[src/rtl/trc_pkg.sv]
package trc_pkg;
  typedef enum logic [1:0] {
    CAP_IDLE = 2'd0,
    CAP_RUN  = 2'd1,
    CAP_FIN  = 2'd2
  } cap_state_t;
endpackage

[src/rtl/trc_phi2_edge.sv]
module trc_phi2_edge #(
  parameter int SYNC_STAGES = 2
) (
  input  logic clk,
  input  logic rst,
  input  logic phi2_in,
  output logic rise
);
  localparam int LAST = SYNC_STAGES - 1;

  // sync chain plus one history flop for edge detection
  logic [SYNC_STAGES:0] sh_q;

  always_ff @(posedge clk) begin
    if (rst) sh_q <= '0;
    else     sh_q <= {sh_q[SYNC_STAGES-1:0], phi2_in};
  end

  assign rise = sh_q[LAST] & ~sh_q[SYNC_STAGES];

  AST_RISE_SINGLE: assert property (@(posedge clk) disable iff (rst)
    rise |=> !rise);
endmodule

[src/rtl/trc_sampler.sv]
module trc_sampler #(
  parameter int AW = 16,
  parameter int DW = 8
) (
  input  logic          clk,
  input  logic          rst,
  input  logic          rise,
  input  logic [AW-1:0] bus_addr,
  input  logic [DW-1:0] bus_data,
  input  logic          bus_rnw,
  output logic          smp_vld,
  output logic [AW-1:0] smp_addr,
  output logic [DW-1:0] smp_data,
  output logic          smp_rnw
);
  always_ff @(posedge clk) begin
    if (rst) begin
      smp_vld  <= 1'b0;
      smp_addr <= '0;
      smp_data <= '0;
      smp_rnw  <= 1'b0;
    end else begin
      smp_vld <= rise;
      if (rise) begin
        smp_addr <= bus_addr;
        smp_data <= bus_data;
        smp_rnw  <= bus_rnw;
      end
    end
  end

  AST_SAMPLE_TRACKS: assert property (@(posedge clk) disable iff (rst)
    rise |=> (smp_addr == $past(bus_addr)));
  AST_SAMPLE_HOLDS: assert property (@(posedge clk) disable iff (rst)
    !rise |=> $stable(smp_addr));
endmodule

[src/rtl/trc_capture.sv]
module trc_capture
  import trc_pkg::*;
#(
  parameter int          AW       = 16,
  parameter int          DW       = 8,
  parameter int          CW       = 16,
  parameter logic [7:0]  STP_CODE = 8'hDB
) (
  input  logic          clk,
  input  logic          rst,
  input  logic          arm_start,
  input  logic [CW-1:0] limit_cfg,
  input  logic          smp_vld,
  input  logic [AW-1:0] smp_addr,
  input  logic [DW-1:0] smp_data,
  input  logic          smp_rnw,
  output logic          start_ok,
  output logic          busy,
  output logic          ev_valid,
  output logic [CW-1:0] ev_seq,
  output logic [AW-1:0] ev_addr,
  output logic [DW-1:0] ev_data,
  output logic          ev_rnw,
  output logic          done_valid,
  output logic          done_reason,
  output logic [CW-1:0] done_count,
  output logic [AW-1:0] done_addr
);
  localparam logic [CW-1:0] ONE = CW'(1);
  localparam logic [DW-1:0] STP = DW'(STP_CODE);

  cap_state_t    st_q;
  logic [CW-1:0] cnt_q, lim_q, cnt_nx;
  logic          fin_stp_q, hit_stp, hit_lim;

  assign cnt_nx   = cnt_q + ONE;
  assign hit_stp  = smp_rnw && (smp_data == STP);
  assign hit_lim  = (cnt_nx >= lim_q);
  assign start_ok = arm_start && (st_q == CAP_IDLE);
  assign busy     = (st_q != CAP_IDLE);

  always_ff @(posedge clk) begin
    if (rst) begin
      st_q        <= CAP_IDLE;
      cnt_q       <= '0;
      lim_q       <= ONE;
      fin_stp_q   <= 1'b0;
      ev_valid    <= 1'b0;
      ev_seq      <= '0;
      ev_addr     <= '0;
      ev_data     <= '0;
      ev_rnw      <= 1'b0;
      done_valid  <= 1'b0;
      done_reason <= 1'b0;
      done_count  <= '0;
      done_addr   <= '0;
    end else begin
      ev_valid   <= 1'b0;
      done_valid <= 1'b0;
      unique case (st_q)
        CAP_IDLE: begin
          if (arm_start) begin
            st_q  <= CAP_RUN;
            cnt_q <= '0;
            lim_q <= (limit_cfg == '0) ? ONE : limit_cfg;
          end
        end
        CAP_RUN: begin
          if (smp_vld) begin
            ev_valid <= 1'b1;
            ev_seq   <= cnt_nx;
            ev_addr  <= smp_addr;
            ev_data  <= smp_data;
            ev_rnw   <= smp_rnw;
            cnt_q    <= cnt_nx;
            if (hit_stp || hit_lim) begin
              st_q      <= CAP_FIN;
              fin_stp_q <= hit_stp;
            end
          end
        end
        CAP_FIN: begin
          done_valid  <= 1'b1;
          done_reason <= fin_stp_q;
          done_count  <= cnt_q;
          done_addr   <= ev_addr;
          st_q        <= CAP_IDLE;
        end
        default: st_q <= CAP_IDLE;
      endcase
    end
  end

  AST_EV_DONE_EXCL: assert property (@(posedge clk) disable iff (rst)
    !(ev_valid && done_valid));
  AST_DONE_AFTER_EV: assert property (@(posedge clk) disable iff (rst)
    done_valid |-> $past(ev_valid));
  AST_DONE_COUNT: assert property (@(posedge clk) disable iff (rst)
    done_valid |-> (done_count == $past(ev_seq)));
  AST_STP_ENDS: assert property (@(posedge clk) disable iff (rst)
    (st_q == CAP_RUN && smp_vld && smp_rnw && smp_data == STP) |=> (st_q == CAP_FIN));
  AST_REARM_IGNORED: assert property (@(posedge clk) disable iff (rst)
    (st_q == CAP_RUN && arm_start && !smp_vld) |=> (st_q == CAP_RUN && $stable(cnt_q)));
  AST_IDLE_QUIET: assert property (@(posedge clk) disable iff (rst)
    (st_q == CAP_IDLE) |=> !ev_valid);
endmodule

[src/rtl/cyc_tracer.sv]
module cyc_tracer #(
  parameter int         AW          = 16,
  parameter int         DW          = 8,
  parameter int         CW          = 16,
  parameter int         SYNC_STAGES = 2,
  parameter logic [7:0] STP_CODE    = 8'hDB
) (
  input  logic          clk,
  input  logic          rst,
  input  logic          phi2_in,
  input  logic [AW-1:0] bus_addr,
  input  logic [DW-1:0] bus_data,
  input  logic          bus_rnw,
  input  logic          arm_start,
  input  logic [CW-1:0] limit_cfg,
  input  logic          mon_on,
  input  logic          mon_off,
  output logic          mon_en,
  output logic          busy,
  output logic [AW-1:0] last_addr,
  output logic          ev_valid,
  output logic [CW-1:0] ev_seq,
  output logic [AW-1:0] ev_addr,
  output logic [DW-1:0] ev_data,
  output logic          ev_rnw,
  output logic          done_valid,
  output logic          done_reason,
  output logic [CW-1:0] done_count,
  output logic [AW-1:0] done_addr
);
  logic          rise, smp_vld, smp_rnw, start_ok;
  logic [AW-1:0] smp_addr;
  logic [DW-1:0] smp_data;

  trc_phi2_edge #(.SYNC_STAGES(SYNC_STAGES)) u_edge (
    .clk(clk), .rst(rst), .phi2_in(phi2_in), .rise(rise)
  );

  trc_sampler #(.AW(AW), .DW(DW)) u_smp (
    .clk(clk), .rst(rst), .rise(rise),
    .bus_addr(bus_addr), .bus_data(bus_data), .bus_rnw(bus_rnw),
    .smp_vld(smp_vld), .smp_addr(smp_addr), .smp_data(smp_data), .smp_rnw(smp_rnw)
  );

  trc_capture #(.AW(AW), .DW(DW), .CW(CW), .STP_CODE(STP_CODE)) u_cap (
    .clk(clk), .rst(rst), .arm_start(arm_start), .limit_cfg(limit_cfg),
    .smp_vld(smp_vld), .smp_addr(smp_addr), .smp_data(smp_data), .smp_rnw(smp_rnw),
    .start_ok(start_ok), .busy(busy),
    .ev_valid(ev_valid), .ev_seq(ev_seq), .ev_addr(ev_addr), .ev_data(ev_data),
    .ev_rnw(ev_rnw), .done_valid(done_valid), .done_reason(done_reason),
    .done_count(done_count), .done_addr(done_addr)
  );

  assign last_addr = smp_addr;

  // accepted start has priority over a set request
  always_ff @(posedge clk) begin
    if (rst)           mon_en <= 1'b0;
    else if (start_ok) mon_en <= 1'b0;
    else if (mon_off)  mon_en <= 1'b0;
    else if (mon_on)   mon_en <= 1'b1;
  end

  AST_MON_CLEARED: assert property (@(posedge clk) disable iff (rst)
    start_ok |=> !mon_en);
  AST_MON_KEPT: assert property (@(posedge clk) disable iff (rst)
    (!start_ok && !mon_on && !mon_off) |=> $stable(mon_en));
endmodule

[config.mk]
export PLATFORM = sky130hd
export DESIGN_NAME = cyc_tracer
export DESIGN_NICKNAME = d
export VERILOG_FILES = /design/src/rtl/trc_pkg.sv /design/src/rtl/trc_phi2_edge.sv /design/src/rtl/trc_sampler.sv /design/src/rtl/trc_capture.sv /design/src/rtl/cyc_tracer.sv
export SDC_FILE = /design/constraint.sdc
export NUM_CORES = 1
export LEC_CHECK = 0
export BUFFER_PORTS_ARGS = -buffer_cell sky130_fd_sc_hd__buf_2
export CORE_UTILIZATION = 40
export DETAILED_ROUTE_END_ITERATION = 8
export SETUP_SLACK_MARGIN = 0.02
export SLEW_MARGIN = 20
export SYNTH_ARGS = -nofsm -noshare
export SYNTH_HDL_FRONTEND = slang
export SYNTH_SLANG_ARGS = --single-unit
[constraint.sdc]
create_clock -name clk -period 4.3 [get_ports clk]
set_input_delay 0.215 -clock clk [delete_from_list [all_inputs] [get_ports clk]]
set_output_delay 0.215 -clock clk [all_outputs]
set_load 0.02 [all_outputs]
Word level (Yosys, flattened, before mapping) --
Index checks and enable logic that the tools add are counted.
Storage, ports and cells: register bits 141, bits of input ports 47, logic and storage cells 54, output and inout bits 94
Operators by class: muxes and demuxes 10, add/subtract/negate cells 1, reductions and logical operators 14, magnitude comparators 1, eq/ne operators 6, bitwise gates (word level) 3
Operator list (number):
- 2-to-1 mux 16 bit | 3
- one-hot mux 16 bit (2 select lines) | 1
- adder 16 x 1 -> 16 bit, second input constant | 1
- greater-or-equal comparator 16 bit | 1
- zero test 16 bit | 1
- AND reduction 3 bit | 3
- == test 8 bit, second input constant | 1
- 2-to-1 mux 2 bit | 3
- inequality test 2 bit, second input constant | 2
- one-hot mux 2 bit (2 select lines) | 1
- AND reduction 2 bit | 2
- nonzero test 2 bit | 2
- OR reduction 3 bit | 1
- == test 2 x 1 -> 1 bit, second input constant | 1
- == test 2 bit, second input constant | 1
- logical AND 1 bit | 2
- zero test 2 bit | 1
- 2-to-1 mux 1 bit | 2
- inequality test 2 x 1 -> 1 bit, second input constant | 1
- NOT 1 bit | 2
- OR reduction 2 bit | 1
- bitwise AND 1 bit | 1
- logical OR 1 bit | 1

Logic depth before layout (Yosys ltp) --
depth in word-level cells 6, gate-level depth with buffers 13, depth with buffers taken out 11

Hierarchy --
A second synthesis with hierarchy kept.
Second synthesis, totals: cell total of the unflattened synthesis 676, area, all modules 5612.9 µm²
By module, submodules not included:
- trc_capture | cells each 583, instances 1, seq. area each 2222.1 µm², area an instance 4551.9 µm²
- trc_sampler | cells each 83, instances 1, seq. area each 520.5 µm², area an instance 937.1 µm²
- trc_phi2_edge | cells each 7, instances 1, seq. area each 60.1 µm², area an instance 87.6 µm²
- cyc_tracer | cells each 3, instances 1, seq. area each 20.0 µm², area an instance 36.3 µm²

Least setup slack after synthesis --
Ideal clock, no wire load.
path type register to register, start register u_cap.cnt_q[2], end register u_cap.st_q[0], setup slack 1.856 ns, stages on the path, launching flop included 13, arrival time 2.310 ns, period minus slack after synthesis 2.444 ns, required time 4.166 ns, path buffers 2, setup time 0.134 ns, cells stage by stage dfxtp_1 -> buf_2 -> and4_1 -> buf_6 -> and2_4 -> and4_2 -> xor2_1 -> ha_1 -> and4_1 -> nand2_1 -> a2111oi_0 -> nand4b_1 -> a31oi_1
Between the ends: cells in the longest elaborated chain, start to end 5
Ends and longest elaborated chain:
- from (decl) | line trc_capture.sv:33 | logic [CW-1:0] cnt_q, lim_q, cnt_nx;
- from (signal assigned) | line trc_capture.sv:75 | cnt_q <= cnt_nx;
- adder 16 x 1 -> 16 bit | line trc_capture.sv:36 | assign cnt_nx = cnt_q + ONE;
- named net u_cap.cnt_nx[15] | line trc_capture.sv:33
- greater-or-equal comparator 16 bit | line trc_capture.sv:38 | assign hit_lim = (cnt_nx >= lim_q);
- logical OR 1 bit | line trc_capture.sv:76 | if (hit_stp || hit_lim) begin
- inequality test 2 x 1 -> 1 bit (no line)
- AND reduction 3 bit (no line)
- to (signal assigned) | line trc_capture.sv:44 | st_q <= CAP_IDLE;
- to (signal assigned) | line trc_capture.sv:77 | st_q <= CAP_FIN;
- to (signal assigned) | line trc_capture.sv:87 | st_q <= CAP_IDLE;
- to (decl) | line trc_capture.sv:32 | cap_state_t st_q;
The timed path passes the listed nets, and every way through them passes these cells. A chain may end at the register's enable or synchronous reset.

Worst setup path after layout --
start register u_cap.cnt_q[2], end register u_cap.fin_stp_q
Between the ends: cells in the longest elaborated chain, start to end 4
Ends and longest elaborated chain:
- adder 16 x 1 -> 16 bit | line trc_capture.sv:36
- named net u_cap.cnt_nx[15] | line trc_capture.sv:33
- greater-or-equal comparator 16 bit | line trc_capture.sv:38
- logical OR 1 bit | line trc_capture.sv:76
- AND reduction 3 bit (no line)
- to (signal assigned) | line trc_capture.sv:78 | fin_stp_q <= hit_stp;
- to (decl) | line trc_capture.sv:34 | logic fin_stp_q, hit_stp, hit_lim;
The timed path passes the listed nets, and every way through them passes these cells.

==> flow_summary.ini <==
[run_status]
status = finished clean

[worst_setup_path]
cp-start-kind = register
slowest_stage = dfxtp_1
rrSetupSlack_ps = 1430
cp_common_cell = and4_1
timing.rr.end = u_cap.fin_stp_q$_SDFFE_PP0P_
critPathCaptureType = register
crit_arrival_ps = 3110
path_cells = and4_1, and2_4, and4_2, xor2_1, ha_1, and4_1, nand2_1, a2111oi_0, nand4b_1, a211oi_1
worstReg2RegStart = u_cap.cnt_q[2]$_SDFFE_PP0P_
path_buf_inv = 0
required_ps = 4540
crit_family = simple AND/OR/NAND/NOR gates
path_max_fanout = 8
ff2ff_path_depth = 10
cp_slowest_stage_delay_ps = 460
crit_type = register to register

[place]
place_hpwl_um = 9880
postPlaceCellArea_mm2 = 0.00634
place_congestion = 0.926
io_buffers = 140
dp_slack_ps = 1500

[yosys]
async_reset_ff_frac = 0
synth_commonest_cells = nand2_1, dfxtp_1, a21oi_1, clkbuf_1, nor2_1
avgSynthCellArea_um2 = 7.93
synth_area_mm2 = 0.00557
yosysTopAreaCellShare = 0.507
synth_edf_count = 0
synth_top_cell_by_area = dfxtp_1
ys_warn_count = 0
syn-num-nets = 766
synth-seq-area-share = 0.507
synth_top_flop_cell = dfxtp_1
synthDistinctLibCells = 45
synth_most_common_cell = nand2_1
synth_cells = 702
synth_area_leaders = dfxtp_1, nand2_1, a21oi_1
synth-seq-cells = 141

[die]
die_x_um = 120
die_y_um = 120
rows = 42
design.die.area_mm2 = 0.0144
start_util = 0.416
ios = 141
coreArea_mm2 = 0.0134

[power_and_ir_drop]
p_switching_mw = 0.662
pwr-share-comb = 0.046
power_frac_seq = 0.453
switching_share = 0.223
p_leak_nw = 2.88
intPower_mw = 2.30
ir_worst_vdd_v = 0.000268
clock_power_share = 0.500
power_density_mw_per_mm2 = 426
finalPower_mw = 2.96

[global_route]
grt_pass1_wl_um = 22700
overflow = 0
grt_util_all_layers = 0.203
grt_pass1_vias = 4584
grt_max_degree = 103
antenna_found_initial = 0

[clock_tree]
clk_pin_slew_ps = 60
clk_path_buf_depth = 2
clock_latency_ps = 410
cts_root_buffer = clkbuf_16
cts_tree = built
htree_levels = 4
cts.repair.resized = 0
cts-buffers-inserted = 17
postCtsSetupBuffers = 0
cts.sinks = 141
cts_hold_buffers = 1

[timing]
finalClockSkew_ps = 7.73
maxSlewViolCount = 0
tightest_slew_ps = 1060
min_period_ps = 2870
setup-tns-final_ps = 0
setup_violations = 0
hold_violations = 0
fmaxAchievable_mhz = 349
final.setup.worst_slack_ps = 1430
rsz0062_at_grt = false
max_slew_margin = 0.290
whs_ps = 21.3
finalCritPeriodShare = 0.667

[min_path]
min_path_cells = 2
min_to = u_edge.sh_q[0]$_SDFF_PP0_
min_path_type = primary input to register
hold_start = phi2_in

[drt]
met2_length_um = 6750
highest-signal-layer = met4
drt_iter0_markers = 336
drc = 0
vias = 5001
post_drt_wl_per_cell_um = 14.3
wl_met1_um = 6640
wl_met3_um = 788
ant_nets = 0
via_per_inst = 4.96
first_pass_iters = 4
wl_um = 14400

[flow_run]
maxCapViolCount = 0

[layout]
drive_gt1_frac = 0.226
nets = 883
area_growth_pct = 24.8
diodes = 0
finalInstanceArea_mm2 = 0.00695
fillers = 1325
worst max-delay path by stage:
| stage | start | to | slack, ps | cells past startpoint |
|---|---|---|---|---|
| floorplan | u_cap.cnt_q[2]$_SDFFE_PP0P_ | u_cap.st_q[0]$_SDFFE_PP0P_ | 1860 | 12 |
| global placement | u_cap.cnt_q[2]$_SDFFE_PP0P_ | u_cap.fin_stp_q$_SDFFE_PP0P_ | 1630 | 10 |
| detailed placement | u_cap.cnt_q[2]$_SDFFE_PP0P_ | u_cap.fin_stp_q$_SDFFE_PP0P_ | 1500 | 10 |
| CTS | u_cap.cnt_q[2]$_SDFFE_PP0P_ | u_cap.fin_stp_q$_SDFFE_PP0P_ | 1470 | 10 |
| global route | u_cap.cnt_q[0]$_SDFFE_PP0P_ | u_cap.fin_stp_q$_SDFFE_PP0P_ | 1230 | 10 |
| finish | u_cap.cnt_q[2]$_SDFFE_PP0P_ | u_cap.fin_stp_q$_SDFFE_PP0P_ | 1430 | 10 |
sequential cells by signal, indices dropped and copies added (netlist names), 2 cells and up:
name              flops
u_cap.cnt_q          16
u_cap.done_addr      16
u_cap.done_count     16
u_cap.ev_addr        16
u_cap.ev_seq         16
u_cap.lim_q          16
u_smp.smp_addr       16
u_cap.ev_data         8
u_smp.smp_data        8
u_edge.sh_q           3
u_cap.st_q            2
placed cells by master, fill, tap and decap left out, drive strengths merged, types with 6 or more instances in the layout:
| cell | instances |
|---|---|
| a21oi | 130 |
| and2 | 6 |
| and4 | 6 |
| buf | 144 |
| clkbuf | 18 |
| dfxtp | 141 |
| ha | 17 |
| inv | 21 |
| nand2 | 233 |
| nor2 | 26 |
| nor2b | 7 |
| o21ai | 9 |
| xnor2 | 8 |
| xor2 | 6 |
stage by stage:
step | util | instances
2_1_floorplan | - | 702
3_3_place_gp | 0.473 | 975
3_5_place_dp | 0.473 | 975
4_1_cts | 0.519 | 1008
5_1_grt | 0.519 | 1008
6_report | 0.519 | 1008
power by group through the flow:
| stage | combinational [mW] | sequential [mW] | clock, mW |
|---|---|---|---|
| 2_1_floorplan | 0.0771 | 1.38 | 0 |
| 3_3_place_gp | 0.134 | 1.37 | 0 |
| 3_5_place_dp | 0.137 | 1.37 | 0 |
| 4_1_cts | 0.138 | 1.34 | 1.51 |
| 5_1_grt | 0.153 | 1.34 | 1.57 |
| 6_report | 0.138 | 1.34 | 1.48 |
cells by family after synthesis:
kind of cell,share of synthesized area
muxes,0.00359
buffers and inverters,0.0472
xor gates and xnor gates,0.0220
AOI/OAI and AO/OA,0.144
DFF,0.507
adders and majority gates,0.0382
and+or+nand+nor,0.239
metal layers:
layer / global-route usage / up-vias
met2: 0.323 / 146
met3: 0.0528 / 13
met5: 0 / -
met4: 0.0820 / 0
li1: - / 2548
met1: 0.259 / 2294
final cells by class:
class                   instances  area [um2]  area share
inverters                      19        71.3      0.0103
well taps                     176         220      0.0317
repair buffers                145         743       0.107
clock inverters                14         166      0.0239
flip-flops and latches        141        2820       0.406
multi-input cells             495        2490       0.358
clock buffers                  18         439      0.0632
Power figures use the tool's default switching activity.
